$ cat src/rtl/tu_issue_pkg.sv
package tu_issue_pkg;
   localparam int NUM_SIZES  = 4;
   localparam int TOTAL_BITS = 340;

   // bits of the map for size index s (0 = 4x4 ... 3 = 32x32)
   function automatic int map_bits(input int s);
      return 1 << (2 * (NUM_SIZES - s));
   endfunction

   // offset of size s inside the flattened map vector
   function automatic int map_off(input int s);
      int acc;
      acc = 0;
      for (int k = 0; k < s; k++) acc += map_bits(k);
      return acc;
   endfunction
endpackage

$ cat src/rtl/tu_busy_ctr.sv
module tu_busy_ctr #(
   parameter int LAT = 7
) (
   input  logic clk,
   input  logic rst_n,
   input  logic load,
   output logic free,
   output logic idle
);
   localparam int CW = $clog2(LAT + 1);

   if (LAT < 1) begin : g_bad_lat
      $error("tu_busy_ctr: LAT must be at least 1");
   end

   logic [CW-1:0] cnt_q;

   always_ff @(posedge clk or negedge rst_n) begin
      if (!rst_n)          cnt_q <= '0;
      else if (load)       cnt_q <= CW'(LAT);
      else if (cnt_q != 0) cnt_q <= cnt_q - CW'(1);
   end

   // free during the final busy cycle so the next job starts back to back
   assign free = (cnt_q <= CW'(1));
   assign idle = (cnt_q == '0);

   a_r4_load_full : assert property (@(posedge clk) disable iff (!rst_n)
      load |=> (cnt_q == CW'(LAT)));
   a_r4_count_down : assert property (@(posedge clk) disable iff (!rst_n)
      (!load && cnt_q > CW'(1)) |=> (cnt_q == $past(cnt_q) - CW'(1)));
endmodule

$ cat src/rtl/tu_issue_pool.sv
module tu_issue_pool #(
   parameter int NBITS = 16,
   parameter int NPROC = 1,
   parameter int LAT   = 7
) (
   input  logic             clk,
   input  logic             rst_n,
   input  logic             clr,
   input  logic [NBITS-1:0] rdy,
   input  logic [NBITS-1:0] msk,
   output logic [NBITS-1:0] mark,
   output logic             pend,
   output logic             idle
);
   if (NBITS < 1 || NPROC < 1) begin : g_bad_cfg
      $error("tu_issue_pool: NBITS and NPROC must be at least 1");
   end

   logic [NBITS-1:0] issued_q;
   logic [NBITS-1:0] cand;
   logic [NBITS-1:0] rem;
   logic [NPROC-1:0] free;
   logic [NPROC-1:0] idle_p;
   logic [NPROC-1:0] grant;

   // hand the lowest remaining Z-order candidate to each free processor
   always_comb begin
      cand  = rdy & msk & ~issued_q;
      rem   = cand;
      grant = '0;
      for (int p = 0; p < NPROC; p++) begin
         if (!clr && free[p] && (rem != '0)) begin
            grant[p] = 1'b1;
            rem      = rem & (rem - NBITS'(1));
         end
      end
      mark = clr ? '0 : (cand & ~rem);
   end

   always_ff @(posedge clk or negedge rst_n) begin
      if (!rst_n)   issued_q <= '0;
      else if (clr) issued_q <= '0;
      else          issued_q <= issued_q | mark;
   end

   for (genvar p = 0; p < NPROC; p++) begin : g_proc
      tu_busy_ctr #(.LAT(LAT)) u_ctr (
         .clk  (clk),
         .rst_n(rst_n),
         .load (grant[p]),
         .free (free[p]),
         .idle (idle_p[p])
      );
   end

   assign pend = |(msk & ~issued_q);
   assign idle = &idle_p;

   a_r2_needs_both : assert property (@(posedge clk) disable iff (!rst_n)
      ((mark & ~(rdy & msk)) == '0));
   a_r5_no_reissue : assert property (@(posedge clk) disable iff (!rst_n)
      ((mark & issued_q) == '0));
   a_r6_pool_bound : assert property (@(posedge clk) disable iff (!rst_n)
      ($countones(mark) <= $countones(free)));
   a_r7_recorded : assert property (@(posedge clk) disable iff (!rst_n)
      (!clr && mark != '0) |=> ((issued_q & $past(mark)) == $past(mark)));
endmodule

$ cat src/rtl/tu_issue_sched.sv
module tu_issue_sched
   import tu_issue_pkg::*;
#(
   parameter int N4  = 2,
   parameter int N8  = 1,
   parameter int N16 = 1,
   parameter int N32 = 1,
   parameter int L4  = 7,
   parameter int L8  = 22,
   parameter int L16 = 82,
   parameter int L32 = 322
) (
   input  logic         clk,
   input  logic         rst_n,
   input  logic         ctu_start,
   input  logic [255:0] rdy_4,
   input  logic [63:0]  rdy_8,
   input  logic [15:0]  rdy_16,
   input  logic [3:0]   rdy_32,
   input  logic [255:0] msk_4,
   input  logic [63:0]  msk_8,
   input  logic [15:0]  msk_16,
   input  logic [3:0]   msk_32,
   output logic [255:0] mark_4,
   output logic [63:0]  mark_8,
   output logic [15:0]  mark_16,
   output logic [3:0]   mark_32,
   output logic         ctu_done
);
   localparam int NP_A [NUM_SIZES] = '{N4, N8, N16, N32};
   localparam int LT_A [NUM_SIZES] = '{L4, L8, L16, L32};

   if (N4 < 1 || N8 < 1 || N16 < 1 || N32 < 1) begin : g_bad_np
      $error("tu_issue_sched: every pool needs at least one processor");
   end
   if (L4 < 1 || L8 < 1 || L16 < 1 || L32 < 1) begin : g_bad_lat
      $error("tu_issue_sched: every latency must be at least 1");
   end

   logic [TOTAL_BITS-1:0] rdy_all, msk_all, mark_all;
   logic [NUM_SIZES-1:0]  pend_s, idle_s;

   assign rdy_all = {rdy_32, rdy_16, rdy_8, rdy_4};
   assign msk_all = {msk_32, msk_16, msk_8, msk_4};

   for (genvar s = 0; s < NUM_SIZES; s++) begin : g_size
      localparam int W = map_bits(s);
      localparam int O = map_off(s);
      tu_issue_pool #(.NBITS(W), .NPROC(NP_A[s]), .LAT(LT_A[s])) u_pool (
         .clk  (clk),
         .rst_n(rst_n),
         .clr  (ctu_start),
         .rdy  (rdy_all[O +: W]),
         .msk  (msk_all[O +: W]),
         .mark (mark_all[O +: W]),
         .pend (pend_s[s]),
         .idle (idle_s[s])
      );
   end

   assign mark_4   = mark_all[map_off(0) +: 256];
   assign mark_8   = mark_all[map_off(1) +: 64];
   assign mark_16  = mark_all[map_off(2) +: 16];
   assign mark_32  = mark_all[map_off(3) +: 4];
   assign ctu_done = ~|pend_s & &idle_s;

   a_r8_done_quiet : assert property (@(posedge clk) disable iff (!rst_n)
      ctu_done |-> (mark_all == '0));
   a_r9_start_quiet : assert property (@(posedge clk) disable iff (!rst_n)
      ctu_start |-> (mark_all == '0));
endmodule

$ cat config.mk
export PLATFORM = sky130hd
export DESIGN_NAME = tu_issue_sched
export DESIGN_NICKNAME = d
export VERILOG_FILES = /design/src/rtl/tu_issue_pkg.sv /design/src/rtl/tu_busy_ctr.sv /design/src/rtl/tu_issue_pool.sv /design/src/rtl/tu_issue_sched.sv
export SDC_FILE = /design/constraint.sdc
export NUM_CORES = 2
export LEC_CHECK = 0
export BUFFER_PORTS_ARGS = -buffer_cell sky130_fd_sc_hd__buf_2
export CAP_MARGIN = 0
export CORE_AREA = 2 2 397 399
export DETAILED_ROUTE_END_ITERATION = 8
export DIE_AREA = 0 0 399 401
export GPL_TIMING_DRIVEN = 0
export PLACE_DENSITY = 0.42
export SLEW_MARGIN = 20
export SYNTH_ARGS = -nofsm -noshare
export SYNTH_HDL_FRONTEND = slang
export SYNTH_SLANG_ARGS = --single-unit
$ cat constraint.sdc
create_clock -name clk -period 9.66 [get_ports clk]
set_clock_uncertainty 0.15 [all_clocks]
set_input_delay 0.966 -clock clk [delete_from_list [all_inputs] [get_ports clk]]
set_output_delay 0.966 -clock clk [all_outputs]
set_load 0.03 [all_outputs]
==> out/results.txt <==
The run finished, with violations left. The final reports fail on negative setup slack. In this run, flip-flops and latches consume 29.6% of the power. The predominant post-synthesis flop cell is sky130_fd_sc_hd__dfrtp_1.

The leakage dissipation came out at 19.96 nW. The die span in y was 401 microns. The worst setup path is of the flip-flop to output port kind.

The Yosys warning count is 0. The total iterations of the first detailed-routing run was 6. Setup repair after global routing could not meet its margin everywhere. The worst-case IR drop observed on VDD is 0.1530 mV. Clock slew at the register clock pins of the worst setup and hold paths: 0.06 ns. In this design, the stage delay of the slowest critical-path cell is 0.61 ns. The startpoint identified for the worst register-to-register timing path is g_size[0].u_pool.issued_q[75]. The floorplan has 145 rows. The critical path runs through a total of 22 cells. The fraction of post-synthesis cell area in the top cell type by area is 27.13%. The number of synthesized flops with an enable pin is 0. The synthesized cell area is 33850 sq um. The run gives 0.74 ns as the later-pin clock latency in the skew report.

The area inside the core boundary was 155700 sq um. For the via count of the first global-routing pass, the log shows 47160. In this run, synthesis produced a sequential element count of 367. The filler cells instantiated in the layout total 17440. TritonCTS built the clock tree.

The run gives 5731 as the violation count after the first detailed-routing iteration. In the final design database the tool counted 6617 nets. Based on the critical path, the design can be clocked at up to 0.1002 GHz. The average detailed-routed wire length per instance is 42.36 microns, and the count of H-tree levels built during CTS is 2.

The number of port buffers was 1023; the number of max-slew violations in the final report was 0. Sequential elements use 27.13% of the synthesized area. Synthesis produced a netlist with a net count of 5375. After legalization and detailed placement, the total HPWL measured 289.5 mm. Traced cell by cell, the critical path runs through nand3b_1 -> and2_1 -> and3_1 -> and4_1 -> and4_2 -> nand3_1 -> clkbuf_8 -> clkbuf_8 -> clkbuf_8 -> buf_4 -> buf_4 -> a31oi_1 -> nor4_1 -> nor3b_1 -> nand2_1 -> nor3_1 -> o21ai_2 -> buf_4 -> nor4b_2 -> nand4_1 -> a21oi_1 -> buf_2.

Together, buffers and inverters on the worst path number 7. Net switching is 38.38% of the power. The final worst slack was -0.3166 ns; the total power was 5.487 mW. The endpoint identified for the worst register-to-register timing path is g_size[0].u_pool.issued_q[178]. In the routed layout, each cell is associated on average with a via count of 6.089.

The most common cell after layout, fill and taps aside was sky130_fd_sc_hd__buf_2. The class of the tightest hold or removal check was flip-flop to flip-flop. For the number of buffers added by the clock tree synthesis step, the log shows 55. The largest buffer count on any clock path is 3, and the fraction of registers with async set or reset after synthesis is 100.0%.

The kind of cell with the highest combined delay along the critical path is simple AND/OR/NAND/NOR gates. Counting distinct cell types in the post-synthesis netlist gives 103. The cell type with the highest aggregate area in the netlist is sky130_fd_sc_hd__dfrtp_1. The post-route antenna net violation count was 0; the total global routing track utilization was 40.89%. The number of hold violations in the final report was 0. STA classifies the critical path endpoint as an output port.

The final critical delay including setup and external delays is 9.977 ns. Internal power comes to 3.381 mW. The worst register-to-register path has a depth of 21. The aggregate negative setup slack is -7.033 ns.

The run gives 68 as the count of final setup violators. The startpoint of the most critical hold path was g_size[3].u_pool.g_proc[0].u_ctr.cnt_q[8]. Wires add up to 341.7 mm.

Once the floorplan was initialized, standard cells occupied 21.75% of the core. Required time at the worst-slack endpoint: 8.54 ns. For the number of antenna violations at the first check in global routing, the log shows 118.

The net switching power was 2.106 mW; the worst slack at placement was -3.972 ns. In the layout the commonest cells are 1037 x sky130_fd_sc_hd__buf_2, 602 x sky130_fd_sc_hd__nor2_1, 386 x sky130_fd_sc_hd__nand2_1. For the total of max-cap violations, the log shows 0. Via total after detailed routing: 49119. Routability-driven placement finished with a final weighted congestion of 1.071.

The share of layout cells above drive strength 1 was 27.80%. The number of sinks handled by clock tree synthesis is 367, and the die area is 160000 sq um. The proportion of power drawn by the clock network is 42.6%.

At the pin with the least slew margin, the transition time is 1.229 ns. After layout, the worst path uses 103.3% of the clock period. The first global-routing pass estimated 440.1 mm of wire.

The count of cells along the worst hold path was 1; the final core utilization was 30.28%. 1024 I/O pins were placed. The critical-path maximum fanout works out to 10.

The cell with the largest stage delay on the worst path was sky130_fd_sc_hd__nor4b_2. The arrival time at the worst endpoint is 8.86 ns, and the width of the chip is 399 microns. The share of total power dissipated in combinational logic is 27.7%. In this run the register-to-register setup slack is 1.10 ns. Sorting the synthesized cells by area gives the leading types as sky130_fd_sc_hd__dfrtp_1 27%, sky130_fd_sc_hd__nor2_1 6.9%, sky130_fd_sc_hd__nand3b_1 5.9%. For this run, design rule violations remaining after detail routing come to 0.

In this run the tightest slew margin relative to its limit is 17.46%. The worst setup path is launched from a flip-flop. Clock tree synthesis selected as its root buffer the cell sky130_fd_sc_hd__clkbuf_16. In this run the power density over the cells is 116.4 nW/um^2. Counting every instance in the synthesized netlist gives 4682. The synthesis-to-finish area growth was 39.25%; the total congestion overflow after global routing was 0. Dividing the synthesized area by the synthesized cell count gives 7.230 sq um. The tools report the hold path endpoint as g_size[3].u_pool.g_proc[0].u_ctr.cnt_q[8]. Entering global routing, the biggest net connects 79 pins.
[repair_timing]
action / 4_1_cts / 5_1_grt
setup endpoints to repair: 515 / 116
hold endpoints to repair: 6 / 0
pin swaps: 29 / 15
resized for setup: 199 / 50
hold buffers: 1 / 0
setup buffers: 65 / 36
[power by group through the flow]
stage / Combinational (mW) / Sequential (mW) / Clock (mW)
floorplan: 0.615 / 1.64 / 0
global placement: 1.37 / 1.65 / 0
detailed placement: 1.41 / 1.65 / 0
CTS: 1.46 / 1.63 / 2.36
global route: 1.57 / 1.63 / 2.40
finish: 1.52 / 1.63 / 2.34
[worst max-delay path by stage]
| stage | startpoint | endpoint | slack [ns] |
|---|---|---|---|
| 2_1_floorplan | rdy_4[58] | mark_4[220] | 1.99 |
| 5_1_grt | g_size[0].u_pool.issued_q[67] | mark_4[220] | -0.02 |
| 6_report | g_size[0].u_pool.issued_q[75] | mark_4[110] | -0.32 |
| 4_1_cts | g_size[0].u_pool.issued_q[151] | mark_4[149] | 0.0002 |
| 3_3_place_gp | rdy_4[208] | mark_4[222] | -6.01 |
| 3_5_place_dp | rdy_4[208] | mark_4[69] | -3.97 |
[sequential cells by signal (all words and copies together), names as in the netlist]
signal	cells
g_size.u_pool.g_proc.u_ctr.cnt_q	27
g_size.u_pool.issued_q	340
[Yosys cell counts (14+ instances only)]
cell type / n
sky130_fd_sc_hd__dfrtp_1: 367
sky130_fd_sc_hd__nor3b_1: 50
sky130_fd_sc_hd__inv_1: 302
sky130_fd_sc_hd__a311oi_1: 24
sky130_fd_sc_hd__a41oi_1: 16
sky130_fd_sc_hd__a221oi_1: 29
sky130_fd_sc_hd__nor4b_1: 26
sky130_fd_sc_hd__a31o_2: 19
sky130_fd_sc_hd__nand2b_1: 34
sky130_fd_sc_hd__and4_1: 42
sky130_fd_sc_hd__or3_1: 73
sky130_fd_sc_hd__or2_2: 37
sky130_fd_sc_hd__a22o_1: 33
sky130_fd_sc_hd__and3b_1: 69
sky130_fd_sc_hd__a2111oi_0: 22
sky130_fd_sc_hd__nor3_1: 236
sky130_fd_sc_hd__and3_1: 116
sky130_fd_sc_hd__nand3b_1: 267
sky130_fd_sc_hd__a211oi_1: 33
sky130_fd_sc_hd__o221ai_1: 15
sky130_fd_sc_hd__nand2_1: 390
sky130_fd_sc_hd__a21oi_1: 244
sky130_fd_sc_hd__o21ai_0: 97
sky130_fd_sc_hd__a21o_1: 37
sky130_fd_sc_hd__o21a_1: 92
sky130_fd_sc_hd__clkbuf_1: 109
sky130_fd_sc_hd__nor4_1: 147
sky130_fd_sc_hd__and2_1: 64
sky130_fd_sc_hd__nand3_1: 242
sky130_fd_sc_hd__o41ai_1: 19
sky130_fd_sc_hd__nand4_1: 180
sky130_fd_sc_hd__nor2b_1: 104
sky130_fd_sc_hd__a31oi_1: 67
sky130_fd_sc_hd__or4_1: 31
sky130_fd_sc_hd__a22oi_1: 14
sky130_fd_sc_hd__o31ai_1: 55
sky130_fd_sc_hd__nor2_1: 621
sky130_fd_sc_hd__o211ai_1: 24
sky130_fd_sc_hd__o22ai_1: 95
[kinds of logic after synthesis]
family	Yosys count	synth area share [%]
muxes	2	0.05915
buffers and inverters	433	4.890
AOI/OAI and AO/OA	1053	21.46
and+or+nand+nor	2798	45.57
xor gates and xnor gates	12	0.3105
DFF	367	27.13
adders and majority gates	17	0.5767
[routing by layer]
metal	track usage (%)	vias to the layer above	wire, microns	part of all wire [%]
li1	-	20243	-	-
met1	47.73	24645	127400	37
met2	64.26	3206	151100	44
met3	11.65	943	33340	9.8
met4	28.55	82	29330	8.6
met5	0	-	536	0.16
[final cells by class]
cell class / count / area, sq um / area share [%]
clock buffers: 74 / 1548 / 3.284
well taps: 2058 / 2575 / 5.463
plain buffers: 125 / 685.7 / 1.455
repair buffers: 1191 / 6968 / 14.78
inverters: 302 / 1134 / 2.405
clock inverters: 26 / 420.4 / 0.8919
multi-input cells: 3882 / 24510 / 52.01
diodes: 42 / 105.1 / 0.2230
flip-flops and latches: 367 / 9184 / 19.48
[per-stage QoR]
| step | cells | area [sq um] | hold WS, ns |
|---|---|---|---|
| global route | 8041 | 47070 | 0.3557 |
| CTS | 7991 | 46470 | 0.3345 |
| global placement | 7763 | 41540 | 0.3186 |
| detailed placement | 7829 | 43000 | 0.3214 |
| finish | 8067 | 47130 | 0.3326 |
| floorplan | 4682 | 33850 | 0.3016 |
Power figures use the tool's default switching activity.
